## config.mk

```make
export PLATFORM = sky130hd
export DESIGN_NAME = sv32_walker
export DESIGN_NICKNAME = d
export VERILOG_FILES = /design/src/rtl/sv32_walker.sv
export SDC_FILE = /design/constraint.sdc
export NUM_CORES = 1
export LEC_CHECK = 0
export ABC_AREA = 0
export BUFFER_PORTS_ARGS = -buffer_cell sky130_fd_sc_hd__buf_4
export CORE_AREA = 2 2 139 141
export CTS_CLUSTER_DIAMETER = 50
export DETAILED_ROUTE_END_ITERATION = 8
export DIE_AREA = 0 0 141 143
export PLACE_DENSITY = 0.7
export SLEW_MARGIN = 25
export SYNTH_ARGS = -nofsm -noshare
export SYNTH_HDL_FRONTEND = slang
export SYNTH_SLANG_ARGS = --single-unit
```

## constraint.sdc

```tcl
create_clock -name clk -period 3.45 [get_ports clk]
set_input_delay 1.035 -clock clk [delete_from_list [all_inputs] [get_ports clk]]
set_output_delay 1.035 -clock clk [all_outputs]
set_load 0.01 [all_outputs]
```

## src/rtl/sv32_walker.sv

```systemverilog
module sv32_walker (
  input  logic        clk,
  input  logic        rst_n,
  input  logic        req_valid,
  output logic        req_ready,
  input  logic [31:0] req_vaddr,
  input  logic [1:0]  req_acc,
  input  logic [1:0]  req_priv,
  input  logic        mprv,
  input  logic [1:0]  mpp,
  input  logic        sum,
  input  logic        mxr,
  input  logic        xlat_on,
  input  logic [21:0] root_ppn,
  output logic        mem_req,
  output logic        mem_we,
  output logic [33:0] mem_addr,
  output logic [31:0] mem_wdata,
  output logic [31:0] mem_cmp,
  input  logic        mem_ack,
  input  logic [31:0] mem_rdata,
  input  logic        mem_err,
  output logic        rsp_valid,
  output logic        rsp_fault,
  output logic [33:0] rsp_paddr,
  output logic        rsp_r,
  output logic        rsp_w,
  output logic        rsp_x
);
  localparam logic [1:0] ACC_FETCH = 2'd0, ACC_LOAD = 2'd1, ACC_STORE = 2'd2;
  localparam logic [1:0] MODE_U = 2'd0, MODE_S = 2'd1, MODE_M = 2'd3;
  localparam logic [31:0] BIT_A = 32'h40, BIT_D = 32'h80;

  typedef enum logic [2:0] {IDLE, READ_PTE, WAIT_PTE, CHECK, WRITE_AD, DONE} st_t;
  st_t st;

  logic [31:0] va, pte;
  logic [21:0] base, root_q;
  logic [1:0]  acc, mode;
  logic        lvl, wr_phase, sum_q, mxr_q;

  wire is_fetch = acc == ACC_FETCH;
  wire is_load  = acc == ACC_LOAD;
  wire is_store = acc == ACC_STORE;
  wire pv = pte[0], pr = pte[1], pw = pte[2], px = pte[3], pu = pte[4];
  wire [21:0] ppn = pte[31:10];
  wire [9:0]  idx = lvl ? va[31:22] : va[21:12];
  wire        is_ptr = pv && !(pr || pw || px);
  wire [1:0]  eff_in = (req_priv == MODE_M && req_acc != ACC_FETCH && mprv) ? mpp : req_priv;
  wire [31:0] upd = pte | BIT_A | (is_store ? BIT_D : 32'h0);

  wire [33:0] ok_paddr = lvl ? {upd[31:20], va[21:0]} : {upd[31:10], va[11:0]};
  wire ok_r = upd[1] || (upd[3] && mxr_q);
  wire ok_w = upd[2] && (is_store || upd[7]);
  wire ok_x = upd[3];

  logic fail;
  always_comb begin
    fail = 1'b0;
    if (!pv)                                         fail = 1'b1;
    else if (is_ptr)                                 fail = !lvl;
    else if (pw && !pr)                              fail = 1'b1;
    else if (pu && mode != MODE_U && (!sum_q || is_fetch)) fail = 1'b1;
    else if (!pu && mode != MODE_S)                  fail = 1'b1;
    else if (lvl && ppn[9:0] != 10'd0)               fail = 1'b1;
    else if (is_load && !(pr || (px && mxr_q)))      fail = 1'b1;
    else if (is_store && !pw)                        fail = 1'b1;
    else if (is_fetch && !px)                        fail = 1'b1;
  end

  assign req_ready = st == IDLE;
  assign rsp_valid = st == DONE;
  assign mem_req   = st == READ_PTE || st == WRITE_AD;
  assign mem_we    = st == WRITE_AD;
  assign mem_addr  = {base, idx, 2'b00};
  assign mem_wdata = upd;
  assign mem_cmp   = pte;

  always_ff @(posedge clk or negedge rst_n) begin
    if (!rst_n) begin
      st <= IDLE; va <= '0; pte <= '0; base <= '0; root_q <= '0;
      acc <= '0; mode <= '0; lvl <= 1'b0; wr_phase <= 1'b0; sum_q <= 1'b0; mxr_q <= 1'b0;
      rsp_fault <= 1'b0; rsp_paddr <= '0; rsp_r <= 1'b0; rsp_w <= 1'b0; rsp_x <= 1'b0;
    end else begin
      case (st)
        IDLE: if (req_valid) begin
          va <= req_vaddr; acc <= req_acc; mode <= eff_in;
          sum_q <= sum; mxr_q <= mxr; root_q <= root_ppn; base <= root_ppn;
          lvl <= 1'b1; wr_phase <= 1'b0;
          if (eff_in == MODE_M || !xlat_on) begin
            rsp_fault <= 1'b0; rsp_paddr <= {2'b00, req_vaddr};
            rsp_r <= 1'b1; rsp_w <= 1'b1; rsp_x <= 1'b1;
            st <= DONE;
          end else st <= READ_PTE;
        end
        READ_PTE: st <= WAIT_PTE;
        WRITE_AD: st <= WAIT_PTE;
        WAIT_PTE: if (mem_ack) begin
          if (!wr_phase) begin
            pte <= mem_rdata;
            st  <= CHECK;
          end else begin
            wr_phase <= 1'b0;
            if (mem_err) begin
              rsp_fault <= 1'b1; rsp_paddr <= '0;
              rsp_r <= 1'b0; rsp_w <= 1'b0; rsp_x <= 1'b0;
              st <= DONE;
            end else if (mem_rdata != pte) begin
              base <= root_q; lvl <= 1'b1;
              st <= READ_PTE;
            end else begin
              pte <= upd;
              rsp_fault <= 1'b0; rsp_paddr <= ok_paddr;
              rsp_r <= ok_r; rsp_w <= ok_w; rsp_x <= ok_x;
              st <= DONE;
            end
          end
        end
        CHECK: begin
          if (fail) begin
            rsp_fault <= 1'b1; rsp_paddr <= '0;
            rsp_r <= 1'b0; rsp_w <= 1'b0; rsp_x <= 1'b0;
            st <= DONE;
          end else if (is_ptr) begin
            base <= ppn; lvl <= 1'b0;
            st <= READ_PTE;
          end else if (upd != pte) begin
            wr_phase <= 1'b1;
            st <= WRITE_AD;
          end else begin
            rsp_fault <= 1'b0; rsp_paddr <= ok_paddr;
            rsp_r <= ok_r; rsp_w <= ok_w; rsp_x <= ok_x;
            st <= DONE;
          end
        end
        DONE: st <= IDLE;
        default: st <= IDLE;
      endcase
    end
  end
endmodule

```

## Word level (Yosys, flattened, before mapping)

Cells that the tools add are included.

| cells by class | value |
|---|---|
| add/subtract/negate cells | 0 |
| $mul | 0 |
| div/mod/pow operators | 0 |
| order comparisons | 0 |
| eq/ne operators | 27 |
| shifts and indexed selects | 0 |
| muxes and demuxes | 94 |
| bitwise operators | 1 |
| reductions and logical operators | 44 |

Operator list:

| kind | number |
|---|---|
| 34-bit two-way mux | 9 |
| 22-bit two-way mux | 8 |
| 34-bit case mux with 3 select lines | 1 |
| 32-bit two-way mux | 3 |
| 22-bit case mux with 3 select lines | 1 |
| 32-bit != test | 2 |
| 1-bit two-way mux | 54 |
| 32-bit by 8-bit bitwise OR with 32-bit output | 1 |
| 3-bit two-way mux | 8 |
| 2-bit != test (second input constant) | 11 |
| 1-bit case mux with 3 select lines | 6 |
| 8-bit AND reduction | 2 |
| 1-bit logical AND | 14 |
| 3-bit case mux with 4 select lines | 1 |
| 10-bit two-way mux | 1 |
| 10-bit nonzero test | 1 |
| 1-bit logical NOT | 9 |
| 3-bit != test (second input constant) | 3 |
| 1-bit logical OR | 8 |
| 8-bit two-way mux | 1 |
| 2-bit == test (second input constant) | 3 |
| 3-bit by 2-bit == test with 1-bit output (second input constant) | 2 |
| 3-bit == test (second input constant) | 2 |
| 6-bit AND reduction | 1 |
| 11 further kinds | 14 |

| storage, ports and cells | value |
|---|---|
| register bits | 157 |
| bits in latches | 0 |
| RAM bits | 0 |
| bits in read-only memories | 0 |
| input port bits | 101 |
| output and inout port bits | 140 |
| memories kept | 0 |

## Longest topological paths before layout

| logic depth | value |
|---|---|
| word-level depth | 13 |
| depth in mapped cells | 9 |
| depth with buffers taken out | 6 |

## Least setup slack after synthesis

Ideal clock, no wire load.

| timing path | value |
|---|---|
| kind | reg-to-output |
| start | reg lvl |
| end | out mem_addr[10] |
| data arrival time | 1727 ps |
| required time | 2415 ps |
| slack | 688 ps |
| stages on the path, launching flop included | 5 |
| path buffers | 3 |
| cells stage by stage | dfrtp_1 -> clkbuf_1 -> buf_1 -> clkbuf_1 -> mux2_2 |

| between the ends | value |
|---|---|
| cells in the longest elaborated chain, start to end | 1 |

RTL lines:

| element | line | text |
|---|---|---|
| start, declared | 40 | `logic lvl, wr_phase, sum_q, mxr_q;` |
| start signal, assigned | 82 | `acc <= '0; mode <= '0; lvl <= 1'b0; wr_phase <= 1'b0; sum_q <= 1'b0; mxr_q <= 1'b0;` |
| start signal, assigned | 89 | `lvl <= 1'b1; wr_phase <= 1'b0;` |
| start signal, assigned | 109 | `base <= root_q; lvl <= 1'b1;` |
| 10-bit two-way mux | 47 | `wire [9:0] idx = lvl ? va[31:22] : va[21:12];` |
| end, declared | 17 | `output logic [33:0] mem_addr,` |

Every way passes these cells.

## Worst setup path after layout

| timing path | value |
|---|---|
| start | reg st[0] |
| end | out mem_req |

| between the ends | value |
|---|---|
| cells in the longest elaborated chain, start to end | 2 |
| elaborated cells between the ends (all ways) | 3 |
| those cells by class | 2 x eq/ne; 1 x reduce/logical |

RTL lines:

| element | line | text |
|---|---|---|
| start, declared | 35 | `st_t st;` |
| start signal, assigned | 81 | `st <= IDLE; va <= '0; pte <= '0; base <= '0; root_q <= '0;` |
| start signal, assigned | 93 | `st <= DONE;` |
| start signal, assigned | 94 | `end else st <= READ_PTE;` |
| 3-bit by 1-bit == test with 1-bit output / 3-bit == test (equally long branches) | 73 | `assign mem_req = st == READ_PTE \|\| st == WRITE_AD;` |
| 1-bit logical OR * | 73 |  |
| end, declared | 15 | `output logic mem_req,` |

Mark *: on every way between the ends. The rest lies on a longest branch, timed or not.

==> flow_metrics.env <==
export IMPL_status="finished clean"
export IMPL_drv_slew=0
export IMPL_preCtsSetupSlack_ps=204
export IMPL_die_w_um=141
export IMPL_end_kind="output pin"
export IMPL_ant_nets=0
export IMPL_endpoint="mem_req"
export IMPL_core_area_mm2=0.0186
export IMPL_cts_tree="yes"
export IMPL_cp_start_kind="register"
export IMPL_rr_endpoint="rsp_paddr[16]"
export IMPL_finalClockSkew_ps=15.4
export IMPL_synth_top_cells_by_area="dfrtp_1, mux2_2, buf_4"
export IMPL_irDropWorstVdd_mv=0.415
export IMPL_worstReg2RegStart="mem_cmp[12]"
export IMPL_ys_warn_count=0
export IMPL_leakagePower_nw=5.09
export IMPL_arrival_ps=1880
export IMPL_io_pins=241
export IMPL_setup_tns_ps=0
export IMPL_slew_headroom_pct=53.2
export IMPL_routabilityCongestion=0.772
export IMPL_synth_commonest_cells="dfrtp_1, mux2_2, nand2_1, o21ai_0, buf_4"
export IMPL_cp_max_fo=22
export IMPL_finalSetupViolations=0
export IMPL_start_util_pct=44.3
export IMPL_fin_cells=1167
export IMPL_avgRoutedWirePerCell_um=19.0
export IMPL_whs_ps=495
export IMPL_cts_hold_buf=0
export IMPL_die_area_mm2=0.0202
export IMPL_period_needed_ps=2910
export IMPL_diodes=0
export IMPL_syn_to_final_growth_pct=29.2
export IMPL_hpwl_um=15900
export IMPL_row_count=50
export IMPL_path_depth=4
export IMPL_via_per_inst=5.24
export IMPL_grt_max_degree=67
export IMPL_fin_crit_sh_pct=84.5
export IMPL_ys_flop_type="dfrtp_1"
export IMPL_grt_usage_pct=21.9
export IMPL_worst_pin_slew_ps=701
export IMPL_clockBufferDepth=2
export IMPL_chipHeight_um=143
export IMPL_worst_path_most_repeated_cell="buf_4"
export IMPL_cpMaxStageDelayCell="dfrtp_2"
export IMPL_final_hold_violation_count=0
export IMPL_worstPathRequired_ps=2410
export IMPL_syn_avg_cell_area_um2=11.2
export IMPL_cp_top_family="flip-flops"
export IMPL_grt_pass1_vias=6111
export IMPL_drt_initial_drc_count=344
export IMPL_synthCells=732
export IMPL_path_cells="buf_4, xnor2_1, nor2_1, buf_4"
export IMPL_h_tree_depth=4
export IMPL_antenna_found_initial=0
export IMPL_ys_ff_latch=157
export IMPL_fmax_mhz=343
export IMPL_postCtsSetupBuffers=0
export IMPL_reg2regPathDepth=7
export IMPL_cts_resized=0
export IMPL_firstDrtPassIters=4
export IMPL_grt_pass1_wl_um=33900
export IMPL_startpoint="st[0]"
export IMPL_drive_above_1_share_pct=46.2
export IMPL_synthDistinctLibCells=44
export IMPL_yosysMostFrequentCell="dfrtp_1"
export IMPL_critPathKind="register to output pin"
export IMPL_max_cap_violations=0
export IMPL_wirelength_um=22200
export IMPL_r2r_slack_ps=800
export IMPL_netlist_area_mm2=0.00823
export IMPL_vias=6112
export IMPL_port_buffers=237
export IMPL_clkLatencyLatePin_ps=420
export IMPL_clockRootBuffer="clkbuf_16"
export IMPL_clock_sinks=157
export IMPL_yosys_area_top_type_share_pct=47.8
export IMPL_fin_nets=1022
export IMPL_numCtsBuffers=17
export IMPL_grt_overflow=0
export IMPL_cpPeakStageDelay_ps=660
export IMPL_drc=0
export IMPL_ys_async_sr_fraction_pct=100
export IMPL_p_per_area_mw_per_mm2=1030
export IMPL_hp_class="register to register"
export IMPL_worstPathBufferInverterCount=2
export IMPL_clk_pin_slew_worst_paths_ps=60
export IMPL_rsz0062_at_grt="false"
export IMPL_synth_edf_count=0
export IMPL_yosysTopAreaCell="dfrtp_1"
export IMPL_setup_ws_ps=535
export IMPL_dp_cells=1136
export IMPL_ys_seq_area_share_pct=47.8
stage by stage:
step / total power, mW / util [%] / area, um2
3_5_place_dp: 9.06 / 53.9 / 10000
5_1_grt: 11.6 / 57.2 / 10600
6_report: 10.9 / 57.2 / 10600
3_3_place_gp: 8.92 / 53.9 / 10000
4_1_cts: 11.0 / 57.2 / 10600
2_1_floorplan: 7.00 / - / 8230
state kept, by name, indices dropped and copies added (netlist names), 2 cells and up:
name / flops
mode: 2
va: 32
base: 22
acc: 2
rsp_paddr: 34
root_q: 22
mem_cmp: 32
st: 3
layout make-up:
class / instances / area, um2
well taps: 234 / 293
flip-flops and latches: 157 / 3930
clock inverters: 12 / 161
clock buffers: 19 / 443
inverters: 33 / 124
repair buffers: 257 / 2010
multi-input cells: 455 / 3670
fillers: 1615 / 7950
worst register-to-register path: stages (launching register included):
cell	delay [ps]
dfrtp_1	550
xor2_1	240
nor4_1	390
nand4_1	250
o21ai_0	350
o2111ai_4	210
buf_12	220
mux2_1	330
worst min-delay path by stage:
stage                             start             to  cells past startpoint
final                     rsp_paddr[18]  rsp_paddr[18]                      1
after global routing         root_q[14]     root_q[14]                      1
after CTS                 rsp_paddr[18]  rsp_paddr[18]                      1
after detailed placement   rsp_paddr[2]   rsp_paddr[2]                      1
after global placement    rsp_paddr[18]  rsp_paddr[18]                      1
after floorplan                  va[22]         va[22]                      1
where the power goes:
group / leakage (nW) / internal [mW] / switching, mW / total [mW]
Sequential: 1.90 / 2.76 / 0.869 / 3.62
Combinational: 2.91 / 2.86 / 2.50 / 5.36
Clock: 0.286 / 1.16 / 0.773 / 1.93
Total: 5.09 / 6.77 / 4.14 / 10.9
layout by cell type (no fill, tap or decap), drive strengths merged, types with 2 or more instances in the layout:
cell        n
nor3b       3
clkbuf     19
mux2      137
nand4       2
clkinv      3
nor2        9
o21ai      57
inv        36
a21oi      11
dfrtp     157
a21boi      2
nand2      86
o211a       2
conb        3
clkinvlp    3
a22oi       2
buf       257
o31ai      33
and2        2
nor4       10
mux2i      34
bufinv      3
nand2b      5
o311ai      2
a21o        2
xor2       33
nor3        5
a31oi       3
nor2b       3
logic make-up after synthesis:
family,after synthesis,synth area share (%)
and+or+nand+nor,128,7.09
xor gates and xnor gates,34,3.62
AOI/OAI and AO/OA,119,9.29
DFF,157,47.8
other,2,0.0913
muxes,171,23.9
buffers and inverters,121,8.29
layer usage:
layer	part of all wire [%]	vias up	global-route usage [%]
met4	1.6	0	6.42
met3	4.5	20	4.56
met1	45	3042	29.4
met2	49	180	36.0
met5	0	-	0
li1	-	2870	-
No activity file was read; power rests on OpenSTA's default activity.
